### config.mk
export PLATFORM = sky130hd
export DESIGN_NAME = alu_sliced
export DESIGN_NICKNAME = d
export VERILOG_FILES = /design/src/rtl/alu_pkg.sv /design/src/rtl/alu_ctrl.sv /design/src/rtl/alu_slice.sv /design/src/rtl/alu_nibble.sv /design/src/rtl/alu_datapath.sv /design/src/rtl/alu_sliced.sv
export SDC_FILE = /design/constraint.sdc
export NUM_CORES = 1
export LEC_CHECK = 0
export ABC_AREA = 1
export BUFFER_PORTS_ARGS = -buffer_cell sky130_fd_sc_hd__buf_4
export CORE_MARGIN = 5
export CORE_UTILIZATION = 35
export DETAILED_ROUTE_END_ITERATION = 8
export GPL_ROUTABILITY_DRIVEN = 0
export PLACE_DENSITY = 0.68
export SYNTH_ARGS = -nofsm -noshare
export SYNTH_HDL_FRONTEND = slang
export SYNTH_SLANG_ARGS = --single-unit
### constraint.sdc
create_clock -name vclk -period 10.9
set_input_delay 0.545 -clock vclk [all_inputs]
set_output_delay 0.545 -clock vclk [all_outputs]
set_load 0.01 [all_outputs]
### src/rtl/alu_pkg.sv
package alu_pkg;

  typedef enum logic [1:0] {
    OP_AND = 2'b00,
    OP_OR  = 2'b01,
    OP_XOR = 2'b10,
    OP_ADD = 2'b11
  } aluOp_e;

  // One-hot strobes from the decoder to every slice
  typedef struct packed {
    logic selAnd;
    logic selOr;
    logic selXor;
    logic selAdd;
  } sliceCtrl_t;

  localparam int SLICES_PER_NIBBLE = 4;

endpackage

### src/rtl/alu_ctrl.sv
module alu_ctrl
  import alu_pkg::*;
(
  input  logic [1:0] opSel,
  output sliceCtrl_t ctrl
);

  always_comb begin
    ctrl = '0;
    case (aluOp_e'(opSel))
      OP_AND:  ctrl.selAnd = 1'b1;
      OP_OR:   ctrl.selOr  = 1'b1;
      OP_XOR:  ctrl.selXor = 1'b1;
      default: ctrl.selAdd = 1'b1;
    endcase
  end

endmodule

### src/rtl/alu_slice.sv
module alu_slice
  import alu_pkg::*;
(
  input  logic       a,
  input  logic       b,
  input  logic       cin,
  input  sliceCtrl_t ctrl,
  output logic       f,
  output logic       cout
);

  logic andBit;
  logic orBit;
  logic xorBit;
  logic sumBit;

  always_comb begin
    andBit = a & b;
    orBit  = a | b;
    xorBit = a ^ b;
    sumBit = xorBit ^ cin;
    f      = (ctrl.selAnd & andBit) | (ctrl.selOr & orBit)
           | (ctrl.selXor & xorBit) | (ctrl.selAdd & sumBit);
    // carry leaves the slice only while adding
    cout   = ctrl.selAdd & (andBit | (cin & xorBit));
  end

endmodule

### src/rtl/alu_nibble.sv
module alu_nibble
  import alu_pkg::*;
(
  input  logic [SLICES_PER_NIBBLE-1:0] a,
  input  logic [SLICES_PER_NIBBLE-1:0] b,
  input  logic                         cin,
  input  sliceCtrl_t                   ctrl,
  output logic [SLICES_PER_NIBBLE-1:0] f,
  output logic                         cout
);

  logic [SLICES_PER_NIBBLE:0] chain;

  assign chain[0] = cin;

  for (genvar i = 0; i < SLICES_PER_NIBBLE; i++) begin : g_slice
    alu_slice u_slice (
      .a    (a[i]),
      .b    (b[i]),
      .cin  (chain[i]),
      .ctrl (ctrl),
      .f    (f[i]),
      .cout (chain[i+1])
    );
  end

  assign cout = chain[SLICES_PER_NIBBLE];

endmodule

### src/rtl/alu_datapath.sv
module alu_datapath
  import alu_pkg::*;
#(
  parameter int NUM_NIBBLES = 4,
  localparam int WIDTH = NUM_NIBBLES * SLICES_PER_NIBBLE
) (
  input  logic [WIDTH-1:0]       opA,
  input  logic [WIDTH-1:0]       opB,
  input  logic                   carryIn,
  input  sliceCtrl_t             ctrl,
  output logic [WIDTH-1:0]       result,
  output logic [NUM_NIBBLES-1:0] nibbleCarry
);

  localparam int NW = SLICES_PER_NIBBLE;

  logic [NUM_NIBBLES:0] link;

  assign link[0] = carryIn;

  for (genvar n = 0; n < NUM_NIBBLES; n++) begin : g_nibble
    alu_nibble u_nibble (
      .a    (opA[n*NW +: NW]),
      .b    (opB[n*NW +: NW]),
      .cin  (link[n]),
      .ctrl (ctrl),
      .f    (result[n*NW +: NW]),
      .cout (link[n+1])
    );
    assign nibbleCarry[n] = link[n+1];
  end

endmodule

### src/rtl/alu_sliced.sv
module alu_sliced
  import alu_pkg::*;
#(
  parameter int NUM_NIBBLES = 4,
  localparam int WIDTH = NUM_NIBBLES * SLICES_PER_NIBBLE
) (
  input  logic [WIDTH-1:0] opA,
  input  logic [WIDTH-1:0] opB,
  input  logic             carryIn,
  input  logic [1:0]       opSel,
  output logic [WIDTH-1:0] result,
  output logic             carryOut
);

  sliceCtrl_t             ctrl;
  logic [NUM_NIBBLES-1:0] nibbleCarry;

  alu_ctrl u_ctrl (
    .opSel (opSel),
    .ctrl  (ctrl)
  );

  alu_datapath #(.NUM_NIBBLES(NUM_NIBBLES)) u_dp (
    .opA         (opA),
    .opB         (opB),
    .carryIn     (carryIn),
    .ctrl        (ctrl),
    .result      (result),
    .nibbleCarry (nibbleCarry)
  );

  assign carryOut = nibbleCarry[NUM_NIBBLES-1];

endmodule

---- After elaboration in Yosys (flattened, before gate mapping) ----
Index checks and enable logic that the tools add are counted.
storage, ports and cells
  register bits ........................... 0
  output and inout port bits .............. 17
cells by class
  equality and inequality tests ........... 2
  multiplexer cells ....................... 4
  bitwise logic cells ..................... 224
  reductions and logical operators ........ 2
operator list
  operator            number
  $and 1x1->1         112
  $or 1x1->1          80
  $xor 1x1->1         32
  $mux 1              4
  $reduce_or 3->1     1
  $eq 2x1->1 const B  1
  $eq 2x2->1 const B  1
  $logic_not 2->1     1

---- Logic depth before layout (Yosys ltp) ----
Gate-level depths: netlist (run 1).
  word-level depth ........................ 49
  gate-level depth with buffers ........... 38
  depth with buffers taken out ............ 36

---- Hierarchy ----
Synthesis (run 1) repeated with hierarchy kept, for this count alone.
second synthesis, totals
  cells, all modules ...................... 279
  area total of the unflattened synthesis .. 1587.8 um^2
modules (own cells, without submodules)
  module     times used  cells each  area an instance (um^2)
  alu_slice  16          17          97.6
  alu_ctrl   1           7           26.3

---- Least setup slack after synthesis (run 1) ----
Ideal clock, no wire load.
  path kind ............................... input to output
  from .................................... input port opSel[1]
  to ...................................... output port result[15]
  arrival time ............................ 10174 ps
  required time ........................... 10355 ps
  setup slack ............................. 181 ps
  stages on the path ...................... 38
  path buffers ............................ 3
  cell sequence ........................... buf_6 -> buf_2 -> nand3_1 -> fa_1 -> or2_1 -> fa_1 -> or2_1 -> fa_1 -> or2_1 -> fa_1 -> or2_1 -> fa_1 -> or2_1 -> fa_1 -> or2_1 -> fa_1 -> or2_1 -> fa_1 -> (+2 left out) -> or2_1 -> fa_1 -> or2_2 -> fa_1 -> or2_2 -> fa_1 -> or2_2 -> fa_1 -> or2_2 -> fa_1 -> or2_2 -> fa_1 -> inv_1 -> nand3_1 -> nand2_1 -> inv_1 -> nand2_1 -> buf_4
between the ends
  cells in the longest elaborated chain, start to end .. 49
RTL lines
  item                                      line              RTL
  start, declared                           alu_sliced.sv:10  input logic [1:0] opSel,
  $eq 2x1->1, or another cell as far along  alu_ctrl.sv:10    case (aluOp_e'(opSel))
  $reduce_or 3->1 (no source line)          --
  $mux 1                                    alu_ctrl.sv:10
  $and 1x1->1 (2 in a row)                  alu_slice.sv:25   cout = ctrl.selAdd & (andBit | (cin & xorBit));
  $or 1x1->1                                alu_slice.sv:25
  $and 1x1->1 (2 in a row)                  alu_slice.sv:25
  $or 1x1->1                                alu_slice.sv:25
  $and 1x1->1 (2 in a row)                  alu_slice.sv:25
  (+28 left out)                            --
  $and 1x1->1 (2 in a row)                  alu_slice.sv:25
  $or 1x1->1                                alu_slice.sv:25
  $and 1x1->1 (2 in a row)                  alu_slice.sv:25
  $or 1x1->1                                alu_slice.sv:25
  $and 1x1->1                               alu_slice.sv:25
  $xor 1x1->1                               alu_slice.sv:21   sumBit = xorBit ^ cin;
  $and 1x1->1                               alu_slice.sv:23   | (ctrl.selXor & xorBit) | (ctrl.selAdd & sumBit);
  $or 1x1->1 (*)                            alu_slice.sv:23
  end, declared                             alu_sliced.sv:11  output logic [WIDTH-1:0] result,
Every way passes the cells marked *; elsewhere a longest branch is shown, timed or not.

---- Final worst setup path (run 1) ----
  from .................................... input port opB[0]
  to ...................................... output port result[15]
between the ends
  cells in the longest elaborated chain, start to end .. 49
RTL lines
  item                          line             RTL
  start, declared               alu_sliced.sv:8  input logic [WIDTH-1:0] opB,
  $xor 1x1->1                   alu_slice.sv:20  xorBit = a ^ b;
  $and 1x1->1                   alu_slice.sv:25
  $or 1x1->1 (*)                alu_slice.sv:25
  $and 1x1->1 (*) (2 in a row)  alu_slice.sv:25
  $or 1x1->1 (*)                alu_slice.sv:25
  $and 1x1->1 (*) (2 in a row)  alu_slice.sv:25
  $or 1x1->1 (*)                alu_slice.sv:25
  $and 1x1->1 (*) (2 in a row)  alu_slice.sv:25
  (+28 left out)                --
  $and 1x1->1 (*) (2 in a row)  alu_slice.sv:25
  $or 1x1->1 (*)                alu_slice.sv:25
  $and 1x1->1 (*) (2 in a row)  alu_slice.sv:25
  $or 1x1->1 (*)                alu_slice.sv:25
  $and 1x1->1 (*)               alu_slice.sv:25
  $xor 1x1->1 (*)               alu_slice.sv:21
  $and 1x1->1 (*)               alu_slice.sv:23
  $or 1x1->1 (*)                alu_slice.sv:23
Marked as above.

==> metrics.csv, run 1 <==
metric;value;unit
CP arrival;9920;ps
final HPWL from detailed placement;3110;um
post-synthesis mux area share;0;
WHS;1580;ps
Storage cell area;0;sq um
FP Rows;27;
vias in the first global route;1725;
Max-Cap Viols;0;
final core utilization;0.412;
remaining antenna violation count;0;
Pwr Total;0.0794;mW
crit-path most repeated cell;fa_2;
Top Layer Used;met4;
vias post-DR;1709;
largest net degree at the start of global routing;36;
Slew @ Worst Pin;416;ps
Setup TNS Final;0;ps
die area;7050;sq um
Internal;0.0366;mW
Clock power frac;0;
Synth Warn #;0;
Pleak;1.37;nW
Total Wirelength;3820;um
largest family of logic cells by synthesized area;adder cells;
Rel. slew slack;0.722;
met3 WL;175;um
sequential share of the synthesized area;0;
Yosys cell types;14;
worst path required time;10360;ps
mapped cell area;1920;sq um
Worst VDD drop;0.0137;mV
final period utilization;0.960;
syn_nets;386;
area leader, netlist;ha_1;
top cells by count, synth;95 x inv_1, 64 x nand2_1, 49 x nand3_1, 32 x ha_1, 20 x buf_4;
Synth Area in Compound Gates;0;
Switching Fraction;0.540;
initial DRC count;67;
Total Routing Usage GR;0.113;
M1 WL;1680;um
number of clock buffers in the layout;0;
Final Hold Vio Count;0;
Net Sw Power;0.0429;mW
Via density;4.25;
I/O Pins;52;
multi-input logic area;1360;sq um
CORE AREA;5410;sq um
area delta synth->final;16.2;%
Max Clock Freq;95.5;MHz
Fillers;609;
ant diodes;0;
top-area cell type share of the netlist area;0.209;
delay of the slowest critical-path stage;470;ps
Slew Limit Fails;0;
Worst setup EP type;output port;
post-synthesis cell count;303;
pre-CTS setup slack;-39.2;ps
drt drc;0;
drt first pass iters;4;
post-route setup slack;431;ps
CP Max Fanout;3;
Worst Path Buf+Inv;4;
PwrDens;35.7;nW/um^2
Die X;84.0;um
Die Height;84.0;um
Post-Synth XOR/XNOR Area;0;
first-pass GRT wire length;7040;um
Avg Cell Area, Syn;6.32;sq um
sequential power share;0;
simple-gate share of the synthesized area;0.315;
routed len/inst;9.50;um
met2 WL;1940;um
Setup CP Type;primary input to output port;
initial core utilization;0.354;
count leader, synth;inv_1;
grt ovf;0;
RSZ-0062 raised after global routing;no;
Comb pwr share;1.000;
Port Buffers;52;
worst min path class;primary input to output port;
outcome;finished, final reports clean;
share of cells above drive strength 1;0.227;
post-synthesis adder-cell area fraction;0.376;
critical path's slowest cell;fa_1;
CP delay by family, top;adder cells;
Area contributors post-synth;ha_1 21%, inv_1 19%, fa_1 17%;
Final Setup Violations;0;
CP startpoint kind;primary input;
flip-flop and latch count;0;
Final nets;415;
fin crit period;10470;ps
initial antenna violation count;0;
## layer usage
| layer | track usage | up-vias |
|---|---|---|
| met4 | 0.0205 | 0 |
| met1 | 0.137 | 757 |
| met3 | 0.00987 | 2 |
| li1 | - | 906 |
| met5 | 0 | - |
| met2 | 0.217 | 44 |
## area by class of cell
cell class	instances	area share
Timing Repair Buffer	55	0.185
Inverter	97	0.164
Multi-Input combinational cell	178	0.610
Tap cell	72	0.0405
## cell usage in the layout (no fill, tap or decap), types with 2 or more instances in the layout
cell type and instances:
buf_4 55, inv_2 2, fa_2 10, nand2_1 64, or2_1 9, or2_4 2, ha_1 32, or2_2 3
inv_1 95, nand3_1 48, fa_1 6
## power groups by stage
stage | sequential, mW | combinational [mW] | clock, mW
global placement | 0 | 0.0778 | 0
CTS | 0 | 0.0803 | 0
global route | 0 | 0.0932 | 0
detailed placement | 0 | 0.0799 | 0
floorplan | 0 | 0.0597 | 0
finish | 0 | 0.0794 | 0
## repair_timing
item,in CTS,in global routing
resized for setup,1,12
endpoints found under the hold margin,0,0
cloned,0,0
pin swaps,6,10
setup buffers,0,0
hold buffers,0,0
setup endpoints to repair,1,2
## path summary, 6_finish.rpt
path | cells after the start | end | slack [ps] | start
max | 38 | result[15] | 430 | opB[0]
min | 7 | result[8] | 1580 | opB[8]
## metrics by stage
stage / area, sq um / std cells
after CTS: 2190 / 402
after detailed placement: 2190 / 402
final: 2230 / 402
after global routing: 2230 / 402
after floorplan: 1920 / 303
after global placement: 2190 / 402
## logic make-up (layout without fill, tap and decap cells)
kind of cell	count (synthesis)	after routing
AND/OR/NAND/NOR	130	130
buffers and inverters	125	152
adder cells (fa/ha/maj)	48	48
Power figures use the tool's default switching activity.
==> run 2, diff against run 1 <==
Settings changed: RECOVER_POWER set to 25.
==> metrics.csv, run 2 (synthesis results as in run 1) <==
metric;value;unit
number of clock buffers in the layout;0;
Final Hold Vio Count;0;
fin crit period;10470;ps
Setup TNS Final;0;ps
initial DRC count;63;
die area;7050;sq um
first-pass GRT wire length;7040;um
Post-CTS Setup Repair Bufs;0;
commonest cells after routing, fill and taps aside;95 x inv_1, 64 x nand2_1, 55 x buf_4, 48 x nand3_1, 32 x ha_1;
critical path's slowest cell;fa_1;
FP Rows;27;
Final Setup Violations;0;
Worst setup EP type;output port;
CP startpoint kind;primary input;
worst min path class;primary input to output port;
flip-flop and latch count;0;
share of cells above drive strength 1;0.224;
Slew @ Worst Pin;416;ps
Final nets;415;
initial antenna violation count;0;
Total Wirelength;3830;um
Via density;4.25;
Rel. slew slack;0.723;
CP Max Fanout;3;
Worst Path Buf+Inv;4;
Die Height;84.0;um
worst path required time;10360;ps
Pleak;1.37;nW
grt ovf;0;
Max Clock Freq;95.5;MHz
routed len/inst;9.54;um
outcome;finished, final reports clean;
CORE AREA;5410;sq um
Worst VDD drop;0.0137;mV
vias post-DR;1708;
Port Buffers;52;
I/O Pins;52;
Slew Limit Fails;0;
drt first pass iters;4;
vias in the first global route;1725;
Pwr Total;0.0794;mW
final HPWL from detailed placement;3110;um
remaining antenna violation count;0;
ant diodes;0;
delay of the slowest critical-path stage;470;ps
Fillers;608;
drt drc;0;
largest net degree at the start of global routing;36;
PwrDens;35.7;nW/um^2
RSZ-0062 raised after global routing;no;
Setup CP Type;primary input to output port;
Die X;84.0;um
post-route setup slack;429;ps
final core utilization;0.411;
CP delay by family, top;adder cells;
pre-CTS setup slack;-39.2;ps
crit-path most repeated cell;fa_2;
initial core utilization;0.354;
CP arrival;9930;ps
commonest non-fill, non-tap cell in the layout;inv_1;
Max-Cap Viols;0;
area delta synth->final;16.1;%
Storage cell area;0;sq um
Total Routing Usage GR;0.113;
final period utilization;0.961;
hold-fix buffers at CTS;0;
## run 2: metrics by stage
stage          instances  hold slack, ps  area [sq um]
3_3_place_gp         402            1580          2190
2_1_floorplan        303            1380          1920
6_report             402            1580          2220
4_1_cts              402            1580          2190
3_5_place_dp         402            1580          2190
5_1_grt              402            1620          2220
## run 2: final cells by class
| cell class | count | area, sq um | share of cell area |
|---|---|---|---|
| inverters | 97 | 364 | 0.164 |
| repair buffers | 55 | 413 | 0.186 |
| multi-input cells | 178 | 1360 | 0.610 |
| well taps | 72 | 90.1 | 0.0405 |
## run 2: what timing repair did
action	in CTS	in global routing
setup endpoints to repair	1	2
gates cloned	0	0
resized for setup	1	12
pin swaps	6	10
## run 2: worst paths after layout
path / startpoint / end / slack, ps / cells past startpoint
setup / recovery: opB[0] / result[15] / 430 / 38
hold / removal: opB[8] / result[8] / 1580 / 7
## run 2: per-layer routing
layer	GRT usage	vias up	routed length [um]
met3	0.00987	2	153
met4	0.0205	0	21
met5	0	-	0
met2	0.217	41	1950
met1	0.137	759	1710
li1	-	906	-
## run 2: power breakdown
group / total, mW / switching, mW / internal [mW] / leakage, nW
logic: 0.0794 / 0.0429 / 0.0365 / 1.37
registers: 0 / 0 / 0 / 0
clock network: 0 / 0 / 0 / 0
total: 0.0794 / 0.0429 / 0.0365 / 1.37
==> run 3, diff against run 2 <==
Settings changed: ABC_AREA 1 to unset, CORE_UTILIZATION 35 to 50, PLACE_DENSITY 0.68 to 0.91.
==> metrics.csv, run 3 <==
metric;value;unit
Worst setup EP type;output port;
Setup CP Type;primary input to output port;
Final nets;288;
final period utilization;0.982;
delay of the slowest critical-path stage;470;ps
die area;4540;sq um
top-area cell type share of the netlist area;0.243;
grt ovf;0;
largest net degree at the start of global routing;18;
Finished Cell Area;2030;sq um
Max Clock Freq;93.5;MHz
Slew Limit Fails;0;
Total Wirelength;3030;um
ant diodes;0;
crit-path most repeated cell;or2_4;
syn_nets;248;
PwrDens;36.6;nW/um^2
Pwr Total;0.0741;mW
WHS;1610;ps
worst min path class;primary input to output port;
Synth Warn #;0;
Yosys cell types;13;
Final Setup Violations;0;
RSZ-0062 raised after global routing;no;
Setup TNS Final;0;ps
CP arrival;10150;ps
pre-CTS setup slack;-332;ps
hold-fix buffers at CTS;0;
sequential share of the synthesized area;0;
post-route setup slack;201;ps
worst path required time;10360;ps
Total Routing Usage GR;0.145;
CP Max Fanout;2;
area leader, netlist;ha_1;
commonest non-fill, non-tap cell in the layout;inv_1;
fin crit period;10700;ps
count leader, synth;inv_1;
remaining antenna violation count;0;
final cell count without fillers;247;
I/O Pins;52;
initial antenna violation count;0;
Die Height;67.4;um
Slew @ Worst Pin;251;ps
outcome;finished, final reports clean;
Area contributors post-synth;ha_1 24%, mux4_1 22%, fa_1 19%;
top cells by count, synth;63 x inv_1, 32 x ha_1, 16 x buf_4, 16 x fa_1;
commonest cells after routing, fill and taps aside;63 x inv_1, 54 x buf_4, 32 x ha_1, 14 x or2_4;
FP Rows;20;
Max-Cap Viols;0;
drt drc;0;
share of cells above drive strength 1;0.424;
routed len/inst;12.2;um
drt first pass iters;3;
final core utilization;0.653;
vias in the first global route;1261;
Pleak;1.11;nW
initial core utilization;0.531;
first-pass GRT wire length;5200;um
post-synthesis cell count;165;
Final Hold Vio Count;0;
initial DRC count;7;
flip-flop and latch count;0;
Via density;4.63;
critical path's slowest cell;fa_1;
final HPWL from detailed placement;2700;um
Die X;67.4;um
Rel. slew slack;0.833;
Avg Cell Area, Syn;9.98;sq um
CP startpoint kind;primary input;
vias post-DR;1143;
Storage cell area;0;sq um
number of clock buffers in the layout;0;
mapped cell area;1650;sq um
Port Buffers;52;
area delta synth->final;23.0;%
Inst Count DP;247;
placed cell areas;2000;sq um
Fillers;277;
CORE AREA;3100;sq um
Worst VDD drop;0.0171;mV
## run 3: worst max-delay path: cells and delay by family
family,cells,cell delay [ps]
adders and majority gates,16,5350
and+or+nand+nor,15,3530
muxes,1,470
buffers and inverters,3,270
## run 3: path summary, 6_finish.rpt
| kind | start | to | slack (ps) | cells after the start |
|---|---|---|---|---|
| max | opA[0] | result[15] | 200 | 35 |
| min | opB[13] | result[13] | 1610 | 4 |
## run 3: logic make-up (layout without fill, tap and decap cells)
| kind of cell | count (synthesis) | after routing | share of synthesized area |
|---|---|---|---|
| mux | 16 | 16 | 0.251 |
| simple gates | 17 | 17 | 0.0608 |
| buf+inv | 84 | 122 | 0.251 |
| fa+ha+maj | 48 | 48 | 0.438 |
## run 3: power breakdown
part	switching (mW)	internal, mW
Clock	0	0
Combinational	0.0328	0.0413
Sequential	0	0
Total	0.0328	0.0413
## run 3: final cells by class
| class | instances | area [sq um] | area share |
|---|---|---|---|
| repair buffers | 59 | 432 | 0.213 |
| multi-input cells | 81 | 1300 | 0.643 |
| inverters | 63 | 236 | 0.117 |
| well taps | 44 | 55.1 | 0.0272 |
## run 3: timing repair
| action | in CTS | in global routing |
|---|---|---|
| buffers inserted | 0 | 0 |
| gates resized for setup | 12 | 3 |
| pin swaps | 6 | 9 |
| hold endpoints to repair | 0 | 0 |
| setup endpoints to repair | 1 | 1 |
## run 3: routing by layer
metal | wire [um] | track usage
met4 | 14 | 0.00759
met1 | 1110 | 0.163
met5 | 0 | 0
met2 | 1680 | 0.298
met3 | 212 | 0.0166
